`config.mk`:
```
export PLATFORM = sky130hd
export DESIGN_NAME = errlog_capture
export DESIGN_NICKNAME = d
export VERILOG_FILES = /design/src/rtl/errlog_pkg.sv /design/src/rtl/errlog_prio.sv /design/src/rtl/errlog_flags.sv /design/src/rtl/errlog_fields.sv /design/src/rtl/errlog_regif.sv /design/src/rtl/errlog_capture.sv
export SDC_FILE = /design/constraint.sdc
export NUM_CORES = 1
export LEC_CHECK = 0
export BUFFER_PORTS_ARGS = -buffer_cell sky130_fd_sc_hd__buf_2
export CORE_MARGIN = 4
export CORE_UTILIZATION = 44
export CTS_CLUSTER_DIAMETER = 200
export DETAILED_ROUTE_END_ITERATION = 7
export GPL_ROUTABILITY_DRIVEN = 1
export GPL_TIMING_DRIVEN = 0
export PLACE_DENSITY = 0.86
export SYNTH_ARGS = -nofsm -noshare
export SYNTH_HDL_FRONTEND = slang
export SYNTH_SLANG_ARGS = --single-unit
```
`constraint.sdc`:
```
create_clock -name clk -period 1.6 [get_ports clk]
set_input_delay 0.16 -clock clk [delete_from_list [all_inputs] [get_ports clk]]
set_output_delay 0.16 -clock clk [all_outputs]
set_load 0.01 [all_outputs]
```
`src/rtl/errlog_pkg.sv`:
```
package errlog_pkg;
  localparam int STATUS_W   = 64;
  localparam int PRIM_TOP   = 63;
  localparam int SEC_TOP    = 59;
  localparam int BM_LO      = 32;
  localparam int OFF_LO     = 29;
  localparam int OFF_W      = 3;
  localparam int ADDR_OFF_LO = 3;
  localparam int BLK_BIT    = 28;
  localparam int CTL_EN_BIT = 0;

  typedef enum logic [1:0] {
    SEL_STATUS = 2'd0,
    SEL_ADDR   = 2'd1,
    SEL_CTRL   = 2'd2,
    SEL_NONE   = 2'd3
  } reg_sel_e;
endpackage

```
`src/rtl/errlog_prio.sv`:
```
module errlog_prio #(
  parameter int N_KIND = 4
) (
  input  logic [N_KIND-1:0] req,
  output logic [N_KIND-1:0] win,
  output logic [N_KIND-1:0] rest
);
  logic [N_KIND:0] seen;

  assign seen[0] = 1'b0;

  for (genvar i = 0; i < N_KIND; i++) begin : g_pick
    assign win[i]    = req[i] & ~seen[i];
    assign seen[i+1] = seen[i] | req[i];
  end

  assign rest = req & ~win;
endmodule

```
`src/rtl/errlog_flags.sv`:
```
module errlog_flags #(
  parameter int N_KIND = 4
) (
  input  logic              clk,
  input  logic              rst,
  input  logic [N_KIND-1:0] evt,
  input  logic [N_KIND-1:0] clr_prim,
  input  logic [N_KIND-1:0] clr_sec,
  output logic [N_KIND-1:0] prim_q,
  output logic [N_KIND-1:0] sec_q,
  output logic              capture,
  output logic              any_d
);
  logic [N_KIND-1:0] win;
  logic [N_KIND-1:0] rest;
  logic [N_KIND-1:0] prim_d;
  logic [N_KIND-1:0] sec_d;
  logic              pending;

  errlog_prio #(.N_KIND(N_KIND)) u_prio (
    .req  (evt),
    .win  (win),
    .rest (rest)
  );

  assign pending = |prim_q;

  always_comb begin
    prim_d  = prim_q & ~clr_prim;
    sec_d   = sec_q & ~clr_sec;
    capture = 1'b0;
    if (|evt) begin
      if (pending) begin
        sec_d = sec_d | evt;
      end else begin
        prim_d  = prim_d | win;
        sec_d   = sec_d | rest;
        capture = 1'b1;
      end
    end
  end

  assign any_d = |{prim_d, sec_d};

  always_ff @(posedge clk) begin
    if (rst) begin
      prim_q <= '0;
      sec_q  <= '0;
    end else begin
      prim_q <= prim_d;
      sec_q  <= sec_d;
    end
  end
endmodule

```
`src/rtl/errlog_fields.sv`:
```
module errlog_fields
  import errlog_pkg::*;
#(
  parameter int ADDR_W = 64,
  parameter int BM_W   = 16
) (
  input  logic              clk,
  input  logic              rst,
  input  logic              capture,
  input  logic [ADDR_W-1:0] addr,
  input  logic [BM_W-1:0]   bmask,
  input  logic              block,
  output logic [ADDR_W-1:0] addr_q,
  output logic [BM_W-1:0]   bmask_q,
  output logic [OFF_W-1:0]  off_q,
  output logic              blk_q
);
  always_ff @(posedge clk) begin
    if (rst) begin
      addr_q  <= '0;
      bmask_q <= '0;
      off_q   <= '0;
      blk_q   <= 1'b0;
    end else if (capture) begin
      addr_q  <= addr;
      bmask_q <= bmask;
      off_q   <= addr[ADDR_OFF_LO +: OFF_W];
      blk_q   <= block;
    end
  end
endmodule

```
`src/rtl/errlog_regif.sv`:
```
module errlog_regif
  import errlog_pkg::*;
#(
  parameter int N_KIND = 4
) (
  input  logic                clk,
  input  logic                rst,
  input  logic                reg_wr,
  input  logic                reg_rd,
  input  logic [1:0]          reg_sel,
  input  logic [STATUS_W-1:0] reg_wdata,
  input  logic [STATUS_W-1:0] status_w,
  input  logic [STATUS_W-1:0] addr_w,
  input  logic                flags_any_d,
  output logic [N_KIND-1:0]   clr_prim,
  output logic [N_KIND-1:0]   clr_sec,
  output logic                ctl_en,
  output logic [STATUS_W-1:0] reg_rdata,
  output logic                irq_o
);
  logic wr_status;
  logic wr_ctrl;
  logic ctl_d;
  logic wdata_unused;

  assign wr_status    = reg_wr && (reg_sel == SEL_STATUS);
  assign wr_ctrl      = reg_wr && (reg_sel == SEL_CTRL);
  assign wdata_unused = ^reg_wdata;

  for (genvar k = 0; k < N_KIND; k++) begin : g_clr
    assign clr_prim[k] = wr_status & reg_wdata[PRIM_TOP-k];
    assign clr_sec[k]  = wr_status & reg_wdata[SEC_TOP-k];
  end

  assign ctl_d = wr_ctrl ? reg_wdata[CTL_EN_BIT] : ctl_en;

  always_ff @(posedge clk) begin
    if (rst) begin
      ctl_en <= 1'b0;
      irq_o  <= 1'b0;
    end else begin
      ctl_en <= ctl_d;
      irq_o  <= ctl_d & flags_any_d;
    end
  end

  always_ff @(posedge clk) begin
    if (rst) begin
      reg_rdata <= '0;
    end else if (reg_rd) begin
      case (reg_sel)
        SEL_STATUS: reg_rdata <= status_w;
        SEL_ADDR:   reg_rdata <= addr_w;
        SEL_CTRL:   reg_rdata <= {{(STATUS_W-1){1'b0}}, ctl_en};
        default:    reg_rdata <= '0;
      endcase
    end
  end
endmodule

```
`src/rtl/errlog_capture.sv`:
```
module errlog_capture
  import errlog_pkg::*;
#(
  parameter int N_KIND = 4,
  parameter int ADDR_W = 64,
  parameter int BM_W   = 16
) (
  input  logic                clk,
  input  logic                rst,
  input  logic [N_KIND-1:0]   evt_strb,
  input  logic [ADDR_W-1:0]   evt_addr,
  input  logic [BM_W-1:0]     evt_bmask,
  input  logic                evt_block,
  input  logic                reg_wr,
  input  logic                reg_rd,
  input  logic [1:0]          reg_sel,
  input  logic [STATUS_W-1:0] reg_wdata,
  output logic [STATUS_W-1:0] reg_rdata,
  output logic                irq_o
);
  logic [N_KIND-1:0]   prim_q;
  logic [N_KIND-1:0]   sec_q;
  logic [N_KIND-1:0]   clr_prim;
  logic [N_KIND-1:0]   clr_sec;
  logic                capture;
  logic                any_d;
  logic                ctl_en;
  logic [ADDR_W-1:0]   addr_q;
  logic [BM_W-1:0]     bmask_q;
  logic [OFF_W-1:0]    off_q;
  logic                blk_q;
  logic [STATUS_W-1:0] status_w;
  logic [STATUS_W-1:0] addr_w;

  errlog_flags #(.N_KIND(N_KIND)) u_flags (
    .clk      (clk),
    .rst      (rst),
    .evt      (evt_strb),
    .clr_prim (clr_prim),
    .clr_sec  (clr_sec),
    .prim_q   (prim_q),
    .sec_q    (sec_q),
    .capture  (capture),
    .any_d    (any_d)
  );

  errlog_fields #(.ADDR_W(ADDR_W), .BM_W(BM_W)) u_fields (
    .clk     (clk),
    .rst     (rst),
    .capture (capture),
    .addr    (evt_addr),
    .bmask   (evt_bmask),
    .block   (evt_block),
    .addr_q  (addr_q),
    .bmask_q (bmask_q),
    .off_q   (off_q),
    .blk_q   (blk_q)
  );

  always_comb begin
    status_w = '0;
    for (int k = 0; k < N_KIND; k++) begin
      status_w[PRIM_TOP-k] = prim_q[k];
      status_w[SEC_TOP-k]  = sec_q[k];
    end
    status_w[BM_LO +: BM_W]   = bmask_q;
    status_w[OFF_LO +: OFF_W] = off_q;
    status_w[BLK_BIT]         = blk_q;
  end

  always_comb begin
    addr_w = '0;
    addr_w[ADDR_W-1:0] = addr_q;
  end

  errlog_regif #(.N_KIND(N_KIND)) u_regif (
    .clk         (clk),
    .rst         (rst),
    .reg_wr      (reg_wr),
    .reg_rd      (reg_rd),
    .reg_sel     (reg_sel),
    .reg_wdata   (reg_wdata),
    .status_w    (status_w),
    .addr_w      (addr_w),
    .flags_any_d (any_d),
    .clr_prim    (clr_prim),
    .clr_sec     (clr_sec),
    .ctl_en      (ctl_en),
    .reg_rdata   (reg_rdata),
    .irq_o       (irq_o)
  );
endmodule

```
# After elaboration in Yosys (flattened, before gate mapping)
# Cells that the tools add are included.
[classes]
n_bitwise = 26
muxes = 8
eq_ne = 2
reduce_logical = 6
[ops]
columns = ["op", "count"]
rows = [
  ["case mux 64 bit (3 select lines)", 1],
  ["2-to-1 mux 4 bit", 4],
  ["bitwise AND 1 bit", 12],
  ["bitwise AND 4 bit", 3],
  ["inverter 4 bit", 3],
  ["OR 4 bit", 3],
  ["OR reduction 4 bit", 2],
  ["OR reduction 8 bit", 1],
  ["2-to-1 mux 1 bit", 3],
  ["inverter 1 bit", 3],
  ["equality test 2 x 1 -> 1 bit, second input constant", 1],
  ["equality test 2 bit, second input constant", 1],
  ["logical AND 1 bit", 2],
  ["zero test 2 bit", 1],
  ["OR 1 bit", 2],
]
[totals]
regBits = 158
out_inout_bits = 65

# Depth between registers and ports, before layout
[logic_depth]
depth_word = 11
ltp_mapped = 7
depth_no_buf = 4

# By module
# A second synthesis with hierarchy kept.
[unflattened]
hier_cells = 618
hier_area_um2 = 6216.0
[modules_own_cells]
columns = ["module", "instances", "cells_each", "seq_area_each_um2", "area_each_um2"]
rows = [
  ["errlog_fields", 1, 264, 1621.6, 2925.3],
  ["errlog_regif", 1, 295, 1321.3, 2816.5],
  ["errlog_flags", 1, 49, 160.2, 399.1],
  ["errlog_prio", 1, 9, 0.0, 71.3],
  ["errlog_capture", 1, 1, 0.0, 3.8],
]

# Worst setup path after synthesis
# Ideal clock, no wire load.
[synth_path]
path_kind = "register to register"
from = "reg u_flags.prim_q[3]"
to = "reg u_fields.addr_q[0]"
n_path_buf = 3
path_slack_ns = -0.098
required_time_ns = 1.468
stages_incl_launch_ff = 8
period_less_slack_ns = 1.698
arrival_ns = 1.566
setup_time_ns = 0.132
path_cell_list = "dfxtp_1 or4_1 buf_2 or2_1 buf_6 buf_6 nand2_1 a21oi_1"
[synth_via]
elab_chain_len = 3
[synth_lines]
columns = ["item", "line", "source"]
rows = [
  ["start: declaration", "errlog_flags.sv:9", "output logic [N_KIND-1:0] prim_q,"],
  ["start signal: assignment", "errlog_flags.sv:50", "prim_q <= prim_d;"],
  ["OR reduction 4 bit", "errlog_flags.sv:26", "assign pending = |prim_q;"],
  ["2-to-1 mux 1 bit", "errlog_flags.sv:33", "if (pending) begin"],
  ["2-to-1 mux 1 bit", "errlog_flags.sv:32", "if (|evt) begin"],
  ["end signal: assignment", "errlog_fields.sv:25", "addr_q <= addr;"],
  ["end: declaration", "errlog_fields.sv:13", "output logic [ADDR_W-1:0] addr_q,"],
]
# Every way passes these cells.
# A chain may end at the register's enable or synchronous reset.

# Worst setup path after layout
[layout_path]
from = "reg u_flags.prim_q[0]"
to = "reg u_fields.bmask_q[14]"
[layout_via]
elab_chain_len = 3
[layout_lines]
columns = ["item", "line", "source"]
rows = [
  ["OR reduction 4 bit", "errlog_flags.sv:26", ""],
  ["2-to-1 mux 1 bit", "errlog_flags.sv:33", ""],
  ["2-to-1 mux 1 bit", "errlog_flags.sv:32", ""],
  ["end signal: assignment", "errlog_fields.sv:26", "bmask_q <= bmask;"],
  ["end: declaration", "errlog_fields.sv:14", "output logic [BM_W-1:0] bmask_q,"],
]
# Every way passes these cells.

==> flow_metrics.py <==
metrics = {
    "critical_path": {
        "rr_startpoint": "u_flags.prim_q[0]$_SDFF_PP0_",
        "critical_path.max_stage_delay_ns": 0.56,
        "r2r_setup_slack_ns": -0.13,
        "cp_max_fo": 10,
        "critical_path.endpoint": "u_fields.bmask_q[14]$_SDFFE_PP0P_",
        "worst_path_dominant_cell_family": "simple AND/OR/NAND/NOR gates",
        "end_kind": "register",
        "required_time_at_the_worst_slack_endpoint_ns": 1.87,
        "cell_by_cell_listing_of_the_critical_path": "or4_4, or2_4, buf_8, buf_6, nand2_1, a21oi_1",
        "worst_r2r_endpoint": "u_fields.bmask_q[14]$_SDFFE_PP0P_",
        "worst_r2r_path_depth": 6,
        "startpoint_type": "register",
        "timing.critical_path.from": "u_flags.prim_q[0]$_SDFF_PP0_",
        "cp_data_arrival_time_ns": 2.00,
        "worstSetupPathType": "register to register",
        "cp.buffers_inverters": 2,
        "critical_path_cell_count": 6,
        "crit_path_top_delay_cell": "sky130_fd_sc_hd__or4_4",
    },
    "floorplanning": {
        "core_area_mm2": 0.0132,
        "initial_utilization_pct": 45.0,
        "die_height_um": 124,
        "die_area_mm2": 0.0155,
        "dieWidth_um": 124,
        "ioPinCount": 220,
        "core.rowCount": 42,
    },
    "power": {
        "powerDensity_mw_per_mm2": 1200,
        "intPower_uw": 7650,
        "p_seq_share_pct": 41.7,
        "clock_power_share_pct": 41.5,
        "power.switching_fraction_pct": 25.9,
        "ir_drop_uv": 849,
        "power.total_uw": 10300,
        "leakagePower_uw": 0.00376,
        "switchingPower_uw": 2670,
        "power.combinational.fraction_pct": 16.7,
    },
    "timing": {
        "finalSetupViolCount": 83,
        "setup_total_negative_slack_ns": -8.45,
        "final_critical_path_setup_slack_ns": -0.127,
        "period_share_pct": 108,
        "max_slew.worst_pin.slew_ns": 0.657,
        "relSlewSlack_pct": 56.2,
        "report.final.slew_viol_count": 0,
        "finalHoldViolCount": 0,
        "post-route-min-period_ns": 1.73,
        "fmax_mhz": 579,
        "grt_setup_unrepaired": "yes",
        "skew_ns": 0.00916,
    },
    "status": {
        "outcome": "complete, but fails checks",
        "violations_in_the_final_reports": "setup timing",
    },
    "job": {
        "max_cap_violations": 0,
    },
    "logic_synthesis": {
        "synth.yosys.seq_area_share_pct": 52.0,
        "synth_top_area_cell": "sky130_fd_sc_hd__dfxtp_1",
        "synth-warning-count": 0,
        "synth.ff_latch_count": 155,
        "post_synth_num_cell_types": 29,
        "post_synth_main_area_contributors": "sky130_fd_sc_hd__dfxtp_1, sky130_fd_sc_hd__a21oi_1, sky130_fd_sc_hd__nand2_1",
        "synth-edff-count": 0,
        "synthesis.area_mm2": 0.00596,
        "synthesis.nets": 873,
        "synth_top_flop_cell": "sky130_fd_sc_hd__dfxtp_1",
        "synth_async_sr_flop_share_pct": 0,
        "post-synth-top-area-fraction_pct": 52.0,
        "syn_area_per_cell_um2": 8.30,
        "number_of_instances_in_the_synthesized_netlist": 718,
    },
    "hold_path": {
        "hp-class": "input port to register",
    },
    "placed_design": {
        "gp_congestion": 0.849,
        "place_area_mm2": 0.00700,
        "place_hpwl_um": 11900,
        "placed_cells_incl_taps": 1056,
        "place.port_buffers": 162,
    },
    "clocking": {
        "clock_sinks": 155,
        "cts_max_level": 4,
        "clock_input_transition_at_the_sequential_cells_of_the_worst_setup_and_hold_paths_ns": 0.06,
        "cts-root-buf": "sky130_fd_sc_hd__clkbuf_16",
        "cts_buffer_depth": 2,
        "cts_tree": "done",
        "clock_insertion_delay_worst_skew_ns": 0.42,
        "cts_buffers": 17,
    },
    "grt": {
        "gr-total-overflow": 0,
        "vias_in_the_first_global_route": 6179,
        "combined_global_route_utilization_of_all_metal_layers_pct": 25.4,
        "first_pass_grt_wire_length_um": 31700,
        "grt_start_max_net_pins": 17,
        "grt_antenna_before_repair": 3,
    },
    "final_layout": {
        "area_overhead_of_the_layout_relative_to_synthesis_pct": 44.1,
        "fillers": 1070,
        "fin_nets": 1136,
        "stdcell_area_mm2": 0.00859,
        "post_route_cells_drive_above_1_share_pct": 27.3,
        "layout_common_cells": "sky130_fd_sc_hd__nand2_1, sky130_fd_sc_hd__buf_2, sky130_fd_sc_hd__dfxtp_1, sky130_fd_sc_hd__a21oi_1, sky130_fd_sc_hd__dlygate4sd3_1",
        "fin_cells": 1174,
    },
    "route": {
        "drc": 0,
        "num_vias": 6114,
        "routed_wl_um": 19900,
        "drt-vias-per-instance": 5.21,
        "initial_detailed_routing_violation_count": 469,
        "firstDrtPassIters": 7,
        "routed_wire_length_per_instance_um": 16.9,
        "route.antenna.remaining_nets": 0,
    },
}
## registers in the layout, summed over array words and instances, names as in the netlist
name / cells
u_regif.ctl_en: 1
u_fields.bmask_q: 16
u_regif.reg_rdata: 64
u_regif.irq_o: 1
u_flags.prim_q: 4
u_fields.blk_q: 1
u_fields.addr_q: 64
u_flags.sec_q: 4
## cell usage after synthesis, types with 3 or more instances
| cell type | instances |
|---|---|
| sky130_fd_sc_hd__nor2b_1 | 64 |
| sky130_fd_sc_hd__a21boi_0 | 3 |
| sky130_fd_sc_hd__buf_2 | 9 |
| sky130_fd_sc_hd__nand3b_1 | 4 |
| sky130_fd_sc_hd__nand2_1 | 171 |
| sky130_fd_sc_hd__a21oi_1 | 149 |
| sky130_fd_sc_hd__dfxtp_1 | 155 |
| sky130_fd_sc_hd__nor2_1 | 70 |
| sky130_fd_sc_hd__clkbuf_1 | 34 |
| sky130_fd_sc_hd__buf_6 | 9 |
| sky130_fd_sc_hd__a22oi_1 | 3 |
| sky130_fd_sc_hd__mux2_2 | 28 |
## how the worst min path moves through the flow
stage | startpoint | endpoint | slack (ns) | cells after the start
after floorplan | evt_addr[0] | u_fields.addr_q[0]$_SDFFE_PP0P_ | 0.30 | 2
after global placement | evt_addr[9] | u_fields.addr_q[9]$_SDFFE_PP0P_ | 0.40 | 3
after detailed placement | evt_addr[24] | u_fields.addr_q[24]$_SDFFE_PP0P_ | 0.41 | 3
after CTS | evt_addr[46] | u_fields.addr_q[46]$_SDFFE_PP0P_ | 0.002 | 3
after global routing | evt_bmask[5] | u_fields.bmask_q[5]$_SDFFE_PP0P_ | 0.007 | 3
final | evt_bmask[5] | u_fields.bmask_q[5]$_SDFFE_PP0P_ | 0.02 | 3
## through the flow
step	setup WS (ns)	utilization [%]	hold WS (ns)
2_1_floorplan	-0.0730	-	0.296
3_3_place_gp	-0.310	52.9	0.403
3_5_place_dp	-0.343	52.9	0.405
4_1_cts	-0.205	64.2	0.00214
5_1_grt	-0.173	64.8	0.00679
6_report	-0.127	64.9	0.0151
## worst register-to-register path: cells and delay by family (launching register included)
kind / cells / cell delay, ns
AND/OR/NAND/NOR: 3 / 0.90
flip-flops: 1 / 0.32
buffers and inverters: 2 / 0.30
AO/OA/AOI/OAI: 1 / 0.07
## repair_timing
action | 4_1_cts | 5_1_grt
endpoints found under the setup margin | 83 | 84
setup buffers | 3 | 1
resized for setup | 28 | 13
endpoints found under the hold margin | 74 | 1
hold buffers | 74 | 1
gates cloned | 3 | 1
pin swaps | 8 | 1
## layer usage
metal  up-vias  part of all wire [%]  global-route usage (%)
li1       2880                     -                       -
met1      2867                    41                    29.7
met2       288                    49                    42.9
met3        79                   5.7                    6.00
met4         0                   4.6                    14.0
met5         -                     0                       0
## cell type report
class | count | area [um2] | share of cell area, %
Multi-Input combinational cell | 508 | 2650 | 30.8
Clock buffer | 22 | 464 | 5.40
Inverter | 2 | 7.51 | 0.0874
Timing Repair Buffer | 245 | 1670 | 19.4
Tap cell | 176 | 220 | 2.56
Antenna cell | 4 | 10.0 | 0.117
Clock inverter | 10 | 165 | 1.92
Sequential cell | 155 | 3100 | 36.1
Buffer | 52 | 304 | 3.54
## logic make-up after synthesis
logic type | Yosys count | share of synthesized area [%]
multiplexers | 29 | 5.46
flip-flops | 155 | 52.0
AO/OA/AOI/OAI | 161 | 14.0
buffers and inverters | 55 | 4.78
AND/OR/NAND/NOR | 318 | 23.7
## power by group through the flow
stage	clock, uW	combinational (uW)	sequential, uW
2_1_floorplan	0	891	4350
3_3_place_gp	0	1330	4360
3_5_place_dp	0	1350	4370
4_1_cts	4320	1630	4300
5_1_grt	4520	1890	4330
6_report	4290	1730	4310
Note: power is estimated with default switching activity, not from simulation.
